<file path="src/rtl/nand_pp_pkg.sv">
package nand_pp_pkg;
  typedef enum logic [1:0] {
    STB_IDLE = 2'd0,
    STB_LOW  = 2'd1,
    STB_HIGH = 2'd2
  } stb_state_e;
endpackage

</file>
<file path="src/rtl/nand_pp_buffer.sv">
// One staging buffer: filled once up to DEPTH bytes, then drained in order.
module nand_pp_buffer #(
  parameter int DATA_W = 8,
  parameter int DEPTH  = 16
) (
  input  logic              clk,
  input  logic              rst_n,
  input  logic              clr,
  input  logic              wr_en,
  input  logic [DATA_W-1:0] wr_data,
  input  logic              rd_en,
  output logic              full,
  output logic              last_wr,
  output logic              last_rd,
  output logic [DATA_W-1:0] rd_data
);
  localparam int PTR_W = $clog2(DEPTH + 1);
  localparam int IDX_W = $clog2(DEPTH);
  localparam logic [PTR_W-1:0] FULL_V = PTR_W'(DEPTH);
  localparam logic [PTR_W-1:0] LAST_V = PTR_W'(DEPTH - 1);

  logic [DATA_W-1:0] mem [DEPTH];
  logic [PTR_W-1:0]  wr_ptr_q, wr_ptr_d;
  logic [PTR_W-1:0]  rd_ptr_q, rd_ptr_d;

  assign full    = (wr_ptr_q == FULL_V);
  assign last_wr = wr_en & (wr_ptr_q == LAST_V);
  assign last_rd = rd_en & (rd_ptr_q == LAST_V);
  assign rd_data = mem[rd_ptr_q[IDX_W-1:0]];

  always_comb begin
    wr_ptr_d = wr_ptr_q;
    rd_ptr_d = rd_ptr_q;
    if (clr) begin
      wr_ptr_d = '0;
      rd_ptr_d = '0;
    end else if (wr_en) begin
      wr_ptr_d = wr_ptr_q + 1'b1;
    end else if (rd_en) begin
      if (rd_ptr_q == LAST_V) begin
        wr_ptr_d = '0;
        rd_ptr_d = '0;
      end else begin
        rd_ptr_d = rd_ptr_q + 1'b1;
      end
    end
  end

  always_ff @(posedge clk or negedge rst_n) begin
    if (!rst_n) begin
      wr_ptr_q <= '0;
      rd_ptr_q <= '0;
    end else begin
      wr_ptr_q <= wr_ptr_d;
      rd_ptr_q <= rd_ptr_d;
    end
  end

  always_ff @(posedge clk) begin
    if (wr_en && !clr) mem[wr_ptr_q[IDX_W-1:0]] <= wr_data;
  end

  a_r7_no_overflow: assert property (@(posedge clk) disable iff (!rst_n)
    wr_en |-> !full);
  a_r8_no_underflow: assert property (@(posedge clk) disable iff (!rst_n)
    rd_en |-> full);
endmodule

</file>
<file path="src/rtl/nand_pp_strobe.sv">
// Write strobe sequencer: low for lo+1 clocks, high for hi+1 clocks.
module nand_pp_strobe
  import nand_pp_pkg::*;
#(
  parameter int TIME_W = 4
) (
  input  logic              clk,
  input  logic              rst_n,
  input  logic              clr,
  input  logic              launch,
  input  logic [TIME_W-1:0] lo_cyc,
  input  logic [TIME_W-1:0] hi_cyc,
  output logic              we_n,
  output logic              ready,
  output logic              rising
);
  stb_state_e        state_q, state_d;
  logic [TIME_W-1:0] cnt_q, cnt_d;

  assign we_n   = (state_q != STB_LOW);
  assign ready  = (state_q == STB_IDLE) | ((state_q == STB_HIGH) & (cnt_q == '0));
  assign rising = (state_q == STB_LOW) & (cnt_q == '0);

  always_comb begin
    state_d = state_q;
    cnt_d   = cnt_q;
    if (clr) begin
      state_d = STB_IDLE;
      cnt_d   = '0;
    end else begin
      case (state_q)
        STB_IDLE: if (launch) begin
          state_d = STB_LOW;
          cnt_d   = lo_cyc;
        end
        STB_LOW: if (cnt_q == '0) begin
          state_d = STB_HIGH;
          cnt_d   = hi_cyc;
        end else begin
          cnt_d = cnt_q - 1'b1;
        end
        STB_HIGH: if (cnt_q != '0) begin
          cnt_d = cnt_q - 1'b1;
        end else if (launch) begin
          state_d = STB_LOW;
          cnt_d   = lo_cyc;
        end else begin
          state_d = STB_IDLE;
        end
        default: state_d = STB_IDLE;
      endcase
    end
  end

  always_ff @(posedge clk or negedge rst_n) begin
    if (!rst_n) begin
      state_q <= STB_IDLE;
      cnt_q   <= '0;
    end else begin
      state_q <= state_d;
      cnt_q   <= cnt_d;
    end
  end

  a_r5_launch_when_ready: assert property (@(posedge clk) disable iff (!rst_n)
    launch |-> ready);
  a_r5_low_holds: assert property (@(posedge clk) disable iff (!rst_n)
    (state_q == STB_LOW && cnt_q != '0 && !clr) |=> !we_n);
endmodule

</file>
<file path="src/rtl/nand_pp_writer.sv">
module nand_pp_writer #(
  parameter int DATA_W     = 8,
  parameter int BUF_DEPTH  = 16,
  parameter int PAGE_BYTES = 512,
  parameter int TIME_W     = 4
) (
  input  logic              clk,
  input  logic              rst_n,
  input  logic              cfg_autoload_sel,
  input  logic              cfg_go,
  input  logic              cfg_ecc_rs,
  input  logic [TIME_W-1:0] cfg_we_low,
  input  logic [TIME_W-1:0] cfg_we_high,
  output logic              dma_req,
  input  logic              dma_ack,
  input  logic [DATA_W-1:0] dma_data,
  output logic              nand_we_n,
  output logic [DATA_W-1:0] nand_dq,
  output logic [DATA_W-1:0] ecc_data,
  output logic              ecc_ham_vld,
  output logic              ecc_rs_vld,
  output logic              busy,
  output logic              done
);
  localparam int FILLS  = PAGE_BYTES / BUF_DEPTH;
  localparam int FILL_W = $clog2(FILLS + 1);
  localparam int CNT_W  = $clog2(PAGE_BYTES + 1);
  localparam logic [FILL_W-1:0] FILLS_V = FILL_W'(FILLS);
  localparam logic [CNT_W-1:0]  PAGE_V  = CNT_W'(PAGE_BYTES);

  // control state
  logic              busy_q, busy_d, arm_q, gate_q, gate_d;
  logic              fill_sel_q, fill_sel_d, drain_sel_q, drain_sel_d;
  logic [FILL_W-1:0] fills_q, fills_d;
  logic [CNT_W-1:0]  sent_q, sent_d;
  logic [DATA_W-1:0] dq_q, dq_d;
  logic              ham_q, rs_q, rise_q, rise_d, done_q;

  // buffer and strobe wiring
  logic [1:0]        buf_full, buf_wr, buf_rd, buf_last_wr, buf_last_rd;
  logic [DATA_W-1:0] buf_rdata [2];
  logic              stb_ready, stb_rising, stb_we_n;

  logic trig, start, abort, accept, launch, fin;

  assign trig    = cfg_autoload_sel & cfg_go;
  assign start   = ~busy_q & trig & ~arm_q;
  assign abort   = busy_q & ~cfg_go;
  assign dma_req = busy_q & (fills_q != FILLS_V) & ~buf_full[fill_sel_q];
  assign accept  = dma_req & dma_ack;
  assign launch  = busy_q & ~abort & gate_q & stb_ready
                 & buf_full[drain_sel_q] & (sent_q != PAGE_V);
  assign fin     = busy_q & ~abort & stb_ready & (sent_q == PAGE_V);

  for (genvar g = 0; g < 2; g++) begin : g_buf
    assign buf_wr[g] = accept & (fill_sel_q == 1'(g));
    assign buf_rd[g] = launch & (drain_sel_q == 1'(g));
    nand_pp_buffer #(.DATA_W(DATA_W), .DEPTH(BUF_DEPTH)) u_buf (
      .clk     (clk),
      .rst_n   (rst_n),
      .clr     (abort),
      .wr_en   (buf_wr[g]),
      .wr_data (dma_data),
      .rd_en   (buf_rd[g]),
      .full    (buf_full[g]),
      .last_wr (buf_last_wr[g]),
      .last_rd (buf_last_rd[g]),
      .rd_data (buf_rdata[g])
    );
  end

  nand_pp_strobe #(.TIME_W(TIME_W)) u_stb (
    .clk    (clk),
    .rst_n  (rst_n),
    .clr    (abort),
    .launch (launch),
    .lo_cyc (cfg_we_low),
    .hi_cyc (cfg_we_high),
    .we_n   (stb_we_n),
    .ready  (stb_ready),
    .rising (stb_rising)
  );

  always_comb begin
    busy_d      = busy_q;
    gate_d      = gate_q;
    fill_sel_d  = fill_sel_q;
    fills_d     = fills_q;
    drain_sel_d = drain_sel_q;
    sent_d      = sent_q;
    dq_d        = dq_q;
    if (start) busy_d = 1'b1;
    else if (abort || fin) busy_d = 1'b0;
    if (start || abort || fin) begin
      gate_d      = 1'b0;
      fill_sel_d  = 1'b0;
      fills_d     = '0;
      drain_sel_d = 1'b0;
      sent_d      = '0;
    end else begin
      if (busy_q && (&buf_full)) gate_d = 1'b1;
      if (|buf_last_wr) begin
        fill_sel_d = ~fill_sel_q;
        fills_d    = fills_q + 1'b1;
      end
      if (|buf_last_rd) drain_sel_d = ~drain_sel_q;
      if (launch) begin
        sent_d = sent_q + 1'b1;
        dq_d   = buf_rdata[drain_sel_q];
      end
    end
    rise_d = stb_rising & (sent_q == PAGE_V) & ~abort;
  end

  always_ff @(posedge clk or negedge rst_n) begin
    if (!rst_n) begin
      busy_q      <= 1'b0;
      arm_q       <= 1'b0;
      gate_q      <= 1'b0;
      fill_sel_q  <= 1'b0;
      fills_q     <= '0;
      drain_sel_q <= 1'b0;
      sent_q      <= '0;
      dq_q        <= '0;
      ham_q       <= 1'b0;
      rs_q        <= 1'b0;
      rise_q      <= 1'b0;
      done_q      <= 1'b0;
    end else begin
      busy_q      <= busy_d;
      arm_q       <= trig;
      gate_q      <= gate_d;
      fill_sel_q  <= fill_sel_d;
      fills_q     <= fills_d;
      drain_sel_q <= drain_sel_d;
      sent_q      <= sent_d;
      dq_q        <= dq_d;
      ham_q       <= launch & ~cfg_ecc_rs;
      rs_q        <= launch & cfg_ecc_rs;
      rise_q      <= rise_d;
      done_q      <= rise_q;
    end
  end

  assign nand_we_n   = stb_we_n;
  assign nand_dq     = dq_q;
  assign ecc_data    = dq_q;
  assign ecc_ham_vld = ham_q;
  assign ecc_rs_vld  = rs_q;
  assign busy        = busy_q;
  assign done        = done_q;

  a_r2_req_needs_busy: assert property (@(posedge clk) disable iff (!rst_n)
    dma_req |-> busy);
  a_r5_dq_stable_low: assert property (@(posedge clk) disable iff (!rst_n)
    (!nand_we_n && !$past(nand_we_n)) |-> $stable(nand_dq));
  a_r9_ecc_in_low: assert property (@(posedge clk) disable iff (!rst_n)
    (ecc_ham_vld || ecc_rs_vld) |-> !nand_we_n);
  a_r10_done_single: assert property (@(posedge clk) disable iff (!rst_n)
    done |=> !done);
  a_r10_done_after_rise: assert property (@(posedge clk) disable iff (!rst_n)
    done |-> ($past(nand_we_n) && !$past(nand_we_n, 2)));
  a_r11_abort_clears: assert property (@(posedge clk) disable iff (!rst_n)
    (busy && !cfg_go) |=> (!busy && nand_we_n && !dma_req));
endmodule

</file>
<file path="config.mk">
export PLATFORM = sky130hd
export DESIGN_NAME = nand_pp_writer
export DESIGN_NICKNAME = d
export VERILOG_FILES = /design/src/rtl/nand_pp_pkg.sv /design/src/rtl/nand_pp_buffer.sv /design/src/rtl/nand_pp_strobe.sv /design/src/rtl/nand_pp_writer.sv
export SDC_FILE = /design/constraint.sdc
export NUM_CORES = 1
export LEC_CHECK = 0
export BUFFER_PORTS_ARGS = -buffer_cell sky130_fd_sc_hd__buf_2
export CAP_MARGIN = 30
export CELL_PAD_IN_SITES_DETAIL_PLACEMENT = 2
export CELL_PAD_IN_SITES_GLOBAL_PLACEMENT = 2
export CORE_AREA = 2 2 215 217
export DETAILED_ROUTE_END_ITERATION = 7
export DIE_AREA = 0 0 217 219
export GPL_ROUTABILITY_DRIVEN = 0
export GPL_TIMING_DRIVEN = 0
export PLACE_DENSITY_LB_ADDON = 0.1
export SYNTH_ARGS = -nofsm -noshare
export SYNTH_HDL_FRONTEND = slang
export SYNTH_SLANG_ARGS = --single-unit
</file>
<file path="constraint.sdc">
create_clock -name clk -period 2.6 [get_ports clk]
set_clock_uncertainty 0.15 [all_clocks]
set_input_delay 0.13 -clock clk [delete_from_list [all_inputs] [get_ports clk]]
set_output_delay 0.13 -clock clk [all_outputs]
set_load 0.005 [all_outputs]
</file>
=== Yosys cells after proc, flatten, opt, wreduce, memory -nomap -nowiden ===
Memories as Yosys holds them, arrays and structs flattened.
Index checks and enable logic that the tools add are counted.

* Logic and storage cells: 167
* Input port bits: 22
* Register bits: 59
* Latch bits: 0
* Bits in writable memories: 256
* Output and inout port bits: 22
* Memory bits (read-only): 0
* Memories kept: 2

* Magnitude comparators: 3
* Equal/unequal tests: 17
* Div/mod/pow operators: 0
* Reduce and logical (&&, ||, !) cells: 31
* Bitwise logic cells: 39
* Multiply operators: 0
* Multiplexer cells: 50
* Add/subtract/negate cells: 7
* Shift-type cells: 0

{| class="wikitable"
|+ Memories
! memory !! words !! width !! rd ports !! clocked after Yosys merged registers in !! wr ports !! RTL line !! text
|-
| g_buf[0].u_buf.mem || 16 || 8 || 1 || 0 || 1 || nand_pp_buffer.sv:22 || <nowiki>logic [DATA_W-1:0] mem [DEPTH];</nowiki>
|-
| g_buf[1].u_buf.mem || 16 || 8 || 1 || 0 || 1 || nand_pp_buffer.sv:22 ||
|}

{| class="wikitable"
|+ Operator list
! kind !! number
|-
| 5-bit two-way mux || 16
|-
| 1-bit bitwise AND || 28
|-
| 8-bit two-way mux || 3
|-
| 5-bit by 1-bit adder with 5-bit output, second input constant || 4
|-
| 5-bit by 4-bit == test with 1-bit output, second input constant || 4
|-
| 10-bit two-way mux || 2
|-
| 1-bit two-way mux || 17
|-
| 4-bit two-way mux || 4
|-
| 2-bit nonzero test || 7
|-
| 6-bit two-way mux || 2
|-
| 4-bit one-hot mux with 3 select lines || 1
|-
| 2-bit AND reduction || 6
|-
| 3-bit nonzero test || 4
|-
| 10-bit by 1-bit adder with 10-bit output, second input constant || 1
|-
| 10-bit == test, second input constant || 1
|-
| 5-bit == test, second input constant || 2
|-
| 10-bit != test, second input constant || 1
|-
| 3-bit != test, second input constant || 3
|-
| 1-bit inverter || 9
|-
| 2-bit two-way mux || 4
|-
| 4-bit nonzero test || 2
|-
| 6-bit by 1-bit adder with 6-bit output, second input constant || 1
|-
| 6-bit != test, second input constant || 1
|-
| 2-bit one-hot mux with 3 select lines || 1
|-
| 16 further kinds || 23
|}

=== Depth between registers and ports, before layout ===
* Word-level depth: 13
* Depth in mapped cells: 11
* Gate-level depth less buffers: 7

=== Modules after synthesis ===
A second synthesis with hierarchy kept.

* Cells, all modules: 883
* Area total of the unflattened synthesis: 13610.6 um2

{| class="wikitable"
|+ Modules (own cells, without submodules)
! module !! area an instance (um2) !! sequential area each (um2) !! times used !! cells an instance
|-
| nand_pp_buffer at g_buf[0].u_buf || 5612.9 || 4093.9 || 1 || 311
|-
| nand_pp_buffer at g_buf[1].u_buf || 5567.8 || 4093.9 || 1 || 310
|-
| nand_pp_writer || 1715.4 || 825.8 || 1 || 175
|-
| nand_pp_strobe || 714.4 || 150.1 || 1 || 87
|}

=== Worst setup path after synthesis ===
Ideal clock, no wire load.

* Path type: register to register
* Start: register fills_q[0]
* End: memory g_buf[0].u_buf.mem[0][0] (enable)
* Data arrival time: 2322 ps
* Setup time: 383 ps
* Path buffers: 0
* Cell stages (with the launch flop): 8
* Setup slack: -256 ps
* Cell sequence: dfrtp_1 > inv_1 > ha_1 > or4b_2 > o211ai_1 > nor3_1 > nand3_1 > nor3_1

* Longest elaborated chain between the ends: 8

{| class="wikitable"
|+ Ends and longest elaborated chain
! what !! RTL line !! text
|-
| from (decl) || nand_pp_writer.sv:34 || <nowiki>logic [FILL_W-1:0] fills_q, fills_d;</nowiki>
|-
| from (signal assigned) || nand_pp_writer.sv:134 || <nowiki>fills_q <= fills_d;</nowiki>
|-
| 6-bit != test || nand_pp_writer.sv:49 || <nowiki>assign dma_req = busy_q & (fills_q != FILLS_V) & ~buf_full[fill_sel_q];</nowiki>
|-
| 1-bit bitwise AND (2 in a row) || nand_pp_writer.sv:49 ||
|-
| 1-bit bitwise AND || nand_pp_writer.sv:50 || <nowiki>assign accept = dma_req & dma_ack;</nowiki>
|-
| 1-bit bitwise AND || nand_pp_writer.sv:56 || <nowiki>assign buf_wr[g] = accept & (fill_sel_q == 1'(g));</nowiki>
|-
| 1-bit logical AND || nand_pp_buffer.sv:60 || <nowiki>if (wr_en && !clr) mem[wr_ptr_q[IDX_W-1:0]] <= wr_data;</nowiki>
|-
| 1-bit two-way mux || nand_pp_buffer.sv:60 ||
|-
| 1-bit two-way mux (implied by the code) || nand_pp_buffer.sv:60 ||
|-
| to (decl) || nand_pp_buffer.sv:22 ||
|}

Every way passes these cells.

=== Worst setup path after layout ===
* Start: register fills_q[1]
* End: memory g_buf[0].u_buf.mem[3][6] (enable)

Same word-level chain as after synthesis.

==> metrics.txt <==
# TYPE chip_impl_metric gauge
chip_impl_metric{name="power.static_leakage",unit="nW"} 5.778
chip_impl_metric{name="register_area_share_after_synthesis",unit="%"} 68.26
chip_impl_metric{name="synthCells",unit=""} 847
chip_impl_metric{name="per_cell_via_count_in_the_routed_design",unit=""} 5.016
chip_impl_metric{name="grt.met2_usage",unit="%"} 28.00
chip_impl_metric{name="postSynthNetCount",unit=""} 891
chip_impl_metric{name="grt_use_met3",unit="%"} 2.675
chip_impl_metric{name="placement.setup.worst_slack",unit="ns"} -1.208
chip_impl_info{name="cts_tree",value="done"} 1
chip_impl_info{name="grt-busiest-layer",value="met2"} 1
chip_impl_metric{name="hold_path_cells",unit=""} 1
chip_impl_metric{name="clock_sinks",unit=""} 315
chip_impl_metric{name="synth_enable_flop_cells",unit=""} 256
chip_impl_metric{name="finalWorstPathRequiredPeriod",unit="ns"} 2.569
chip_impl_metric{name="boundaryPins",unit=""} 44
chip_impl_metric{name="synth_async_sr_flop_share",unit="%"} 18.73
chip_impl_metric{name="share_comb_of_total_power",unit="%"} 4.4
chip_impl_metric{name="p_int",unit="mW"} 8.886
chip_impl_metric{name="n_fill_cell",unit=""} 4479
chip_impl_info{name="cts-root-buf",value="sky130_fd_sc_hd__clkbuf_16"} 1
chip_impl_metric{name="detail_route.wl_per_cell",unit="um"} 24.67
chip_impl_metric{name="arrival",unit="ns"} 2.68
chip_impl_metric{name="drc",unit=""} 0
chip_impl_metric{name="dr.pass1.iters",unit=""} 4
chip_impl_metric{name="achievable-frequency",unit="MHz"} 389.2
chip_impl_metric{name="power.clock.fraction",unit="%"} 47.1
chip_impl_info{name="worstSetupPathType",value="flop to flop"} 1
chip_impl_metric{name="grt_pass1_wl",unit="um"} 60640
chip_impl_metric{name="full_die_area",unit="um^2"} 47520
chip_impl_metric{name="final.setup.worst_slack",unit="ns"} 0.03080
chip_impl_metric{name="finalSetupViolCount",unit=""} 0
chip_impl_metric{name="routed-via-count",unit=""} 8161
chip_impl_metric{name="placement_rows",unit=""} 78
chip_impl_metric{name="die_y",unit="um"} 219
chip_impl_metric{name="path_clk_slew",unit="ns"} 0.06
chip_impl_metric{name="pwr_density_cell",unit="nW/um^2"} 673.5
chip_impl_metric{name="numPlacedInstances",unit=""} 1496
chip_impl_metric{name="numCtsBuffers",unit=""} 39
chip_impl_metric{name="wirelength",unit="um"} 40140
chip_impl_metric{name="port_buffers",unit=""} 43
chip_impl_metric{name="placeableCoreArea",unit="um^2"} 45090
chip_impl_metric{name="grt_max_degree",unit=""} 60
chip_impl_info{name="crit_path_end_kind",value="flop"} 1
chip_impl_metric{name="synth-warning-count",unit=""} 0
chip_impl_metric{name="worst-r2r-cell-count",unit=""} 10
chip_impl_metric{name="initial_utilization",unit="%"} 29.77
chip_impl_metric{name="place.detailed.hpwl",unit="um"} 26040
chip_impl_info{name="run_status",value="finished, final reports clean"} 1
chip_impl_info{name="timing.hold.worst.class",value="input pin to flop"} 1
chip_impl_metric{name="synthesis.area_per_instance",unit="um^2"} 15.85
chip_impl_metric{name="biggest_fanout_along_the_worst_timing_path",unit=""} 8
chip_impl_metric{name="grt_antenna_before_repair",unit=""} 0
chip_impl_metric{name="grt_util_met1",unit="%"} 24.53
chip_impl_metric{name="synthToLayoutAreaGrowth",unit="%"} 25.86
chip_impl_metric{name="grt_overflow_total",unit=""} 0
chip_impl_metric{name="clk_path_buf_depth",unit=""} 3
chip_impl_info{name="critPathLaunchType",value="flop"} 1
chip_impl_metric{name="power.net_switching",unit="mW"} 2.493
chip_impl_metric{name="final-instance-count-excl-fill",unit=""} 1627
chip_impl_metric{name="worstMarginPinSlew",unit="ns"} 0.8104
chip_impl_metric{name="yosysUniqueCellTypes",unit=""} 63
chip_impl_metric{name="ant_nets",unit=""} 0
chip_impl_metric{name="syn-cell-area",unit="um^2"} 13420
chip_impl_metric{name="chipWidth",unit="um"} 217
chip_impl_metric{name="grt_use_total",unit="%"} 17.41
chip_impl_metric{name="ys_ff_latch",unit=""} 315
chip_impl_metric{name="hold_viol",unit=""} 0
chip_impl_metric{name="net_switching_fraction_of_the_power",unit="%"} 21.91
chip_impl_metric{name="peakVddDrop",unit="mV"} 0.4195
chip_impl_metric{name="max-slew-margin-rel",unit="%"} 45.97
chip_impl_metric{name="dr.first_iter.drc_count",unit=""} 466
chip_impl_metric{name="critPathRequiredTime",unit="ns"} 2.71
chip_impl_metric{name="maxCapViolCount",unit=""} 0
chip_impl_metric{name="min_period_over_period",unit="%"} 98.82
chip_impl_metric{name="p_seq_share",unit="%"} 48.6
chip_impl_metric{name="drv_slew",unit=""} 0
chip_impl_metric{name="clk-insertion-delay-late",unit="ns"} 0.55
chip_impl_metric{name="htreeDepth",unit=""} 2
chip_impl_info{name="ys.flop_type",value="sky130_fd_sc_hd__edfxtp_1"} 1
chip_impl_metric{name="design.final.nets",unit=""} 1040
chip_impl_info{name="rsz0062_at_grt",value="yes"} 1
chip_impl_metric{name="vias_in_the_first_global_route",unit=""} 9141
chip_impl_metric{name="drive_above_1_share",unit="%"} 32.16
## flip-flops by register name, summed over array words and instances (netlist names)
signal,cells
arm_q,1
busy,1
done,1
drain_sel_q,1
ecc_data,8
ecc_ham_vld,1
ecc_rs_vld,1
fill_sel_q,1
fills_q,6
g_buf.u_buf.mem,256
g_buf.u_buf.rd_ptr_q,10
g_buf.u_buf.wr_ptr_q,10
gate_q,1
rise_q,1
sent_q,10
u_stb.cnt_q,4
u_stb.state_q,2
## path summary, 6_finish.rpt
| kind | startpoint | end | slack, ns |
|---|---|---|---|
| worst max-delay path | fills_q[1] | g_buf[0].u_buf.mem[3][6] | 0.03 |
| worst min-delay path | dma_data[2] | g_buf[0].u_buf.mem[3][2] | 0.03 |
| worst max register to register | fills_q[1] | g_buf[0].u_buf.mem[3][6] | 0.03 |
| worst min register to register | rise_q | done | 0.20 |
| max in group asynchronous | rst_n | g_buf[1].u_buf.wr_ptr_q[1] | 1.38 |
| min in group asynchronous | rst_n | fills_q[3] | 0.62 |
## synth_stat cells, types with 21 or more instances
library cell | instances | share of area [%]
sky130_fd_sc_hd__inv_1 | 23 | 0.64
sky130_fd_sc_hd__edfxtp_1 | 256 | 57
sky130_fd_sc_hd__nand3_1 | 25 | 0.93
sky130_fd_sc_hd__nor2_1 | 50 | 1.4
sky130_fd_sc_hd__mux4_2 | 58 | 9.7
sky130_fd_sc_hd__nor3_1 | 21 | 0.78
sky130_fd_sc_hd__nand2_1 | 38 | 1.1
sky130_fd_sc_hd__dfrtp_1 | 59 | 11
sky130_fd_sc_hd__mux2i_1 | 25 | 1.9
sky130_fd_sc_hd__clkbuf_1 | 32 | 0.89
sky130_fd_sc_hd__ha_1 | 22 | 2.1
sky130_fd_sc_hd__a21oi_1 | 33 | 1.2
## worst max-delay path: stages, from the launching register on
cell	delay, ns
sky130_fd_sc_hd__dfrtp_1	0.35
sky130_fd_sc_hd__inv_1	0.05
sky130_fd_sc_hd__ha_2	0.16
sky130_fd_sc_hd__or4b_4	0.20
sky130_fd_sc_hd__o211ai_1	0.07
sky130_fd_sc_hd__buf_4	0.18
sky130_fd_sc_hd__nor3_4	0.37
sky130_fd_sc_hd__buf_4	0.20
sky130_fd_sc_hd__nand3_4	0.17
sky130_fd_sc_hd__nor3_4	0.21
sky130_fd_sc_hd__buf_12	0.16
## per-layer routing
metal | up-vias | share of wire (%)
met5 | - | 0
met4 | 0 | 2.2
met3 | 54 | 4.1
met2 | 139 | 47
met1 | 4319 | 47
li1 | 3649 | -
## power by group through the flow
stage          clock [mW]  combinational (mW)  sequential, mW
3_3_place_gp            0               0.343            5.63
3_5_place_dp            0               0.356            5.63
5_1_grt              5.73               0.546            5.53
6_report             5.36               0.496            5.53
4_1_cts              5.55               0.479            5.53
2_1_floorplan           0               0.147            5.62
## timing repair
action                                 4_1_cts  5_1_grt
setup endpoints to repair                  309      191
buffers inserted                            31       17
endpoints found under the hold margin       72        0
gates resized for setup                    131       24
pin swaps                                   22       18
hold buffers                                15        0
cloned                                       0        0
## logic make-up after synthesis
family	share of synthesized area, %
xor gates and xnor gates	0.5872
muxes	12.10
and+or+nand+nor	8.118
DFF	68.26
adders and majority gates	2.050
AOI/OAI and AO/OA	6.319
buffers and inverters	2.563
## cell usage in the layout (no fill, tap or decap), types with 8 or more instances in the layout
master                          Yosys  routed
sky130_fd_sc_hd__mux4_2            58      58
sky130_fd_sc_hd__clkbuf_16          0      41
sky130_fd_sc_hd__dfrtp_1           59      57
sky130_fd_sc_hd__a22oi_1           13      11
sky130_fd_sc_hd__a21oi_1           33      31
sky130_fd_sc_hd__nand2_1           38      38
sky130_fd_sc_hd__nor3_1            21      14
sky130_fd_sc_hd__nor2_4             0      13
sky130_fd_sc_hd__buf_12             0      11
sky130_fd_sc_hd__or3_1              8       8
sky130_fd_sc_hd__edfxtp_1         256     256
sky130_fd_sc_hd__nor2_1            50      36
sky130_fd_sc_hd__o21ai_0           13       8
sky130_fd_sc_hd__dlygate4sd3_1      0      15
sky130_fd_sc_hd__mux2i_1           25      24
sky130_fd_sc_hd__inv_1             23      17
sky130_fd_sc_hd__o22ai_1            8       8
sky130_fd_sc_hd__buf_4              8      51
sky130_fd_sc_hd__clkbuf_1          32      19
sky130_fd_sc_hd__clkinv_1           0      11
sky130_fd_sc_hd__ha_1              22      17
sky130_fd_sc_hd__buf_2              8      45
sky130_fd_sc_hd__nand3_1           25      20
sky130_fd_sc_hd__a31oi_1            9       9
sky130_fd_sc_hd__xnor2_1            8       8
sky130_fd_sc_hd__clkbuf_2           0      10
## cell type report
class / count / area [um^2] / area share, %
inverters: 24 / 90.09 / 0.5332
repair buffers: 112 / 940.9 / 5.569
flip-flops and latches: 315 / 9166 / 54.25
multi-input cells: 453 / 4350 / 25.75
clock buffers: 46 / 1023 / 6.057
plain buffers: 51 / 341.6 / 2.022
clock inverters: 25 / 230.2 / 1.363
diodes: 1 / 2.502 / 0.01481
well taps: 600 / 750.7 / 4.443
## through the flow
step | util, % | total power [mW] | TNS [ns] | hold WS, ns | cell area [um^2]
4_1_cts | 37.00 | 11.55 | -0.1385 | 0.002365 | 16680
2_1_floorplan | - | 5.769 | -7.263 | -0.3156 | 13460
3_5_place_dp | 32.21 | 5.990 | -245.01 | 0.01536 | 14520
5_1_grt | 37.47 | 11.81 | -2.484 | 0.03868 | 16890
3_3_place_gp | 31.99 | 5.975 | -267.49 | 0.1440 | 14430
6_report | 37.47 | 11.38 | 0 | 0.02705 | 16900
(Power assumes the default switching activity.)
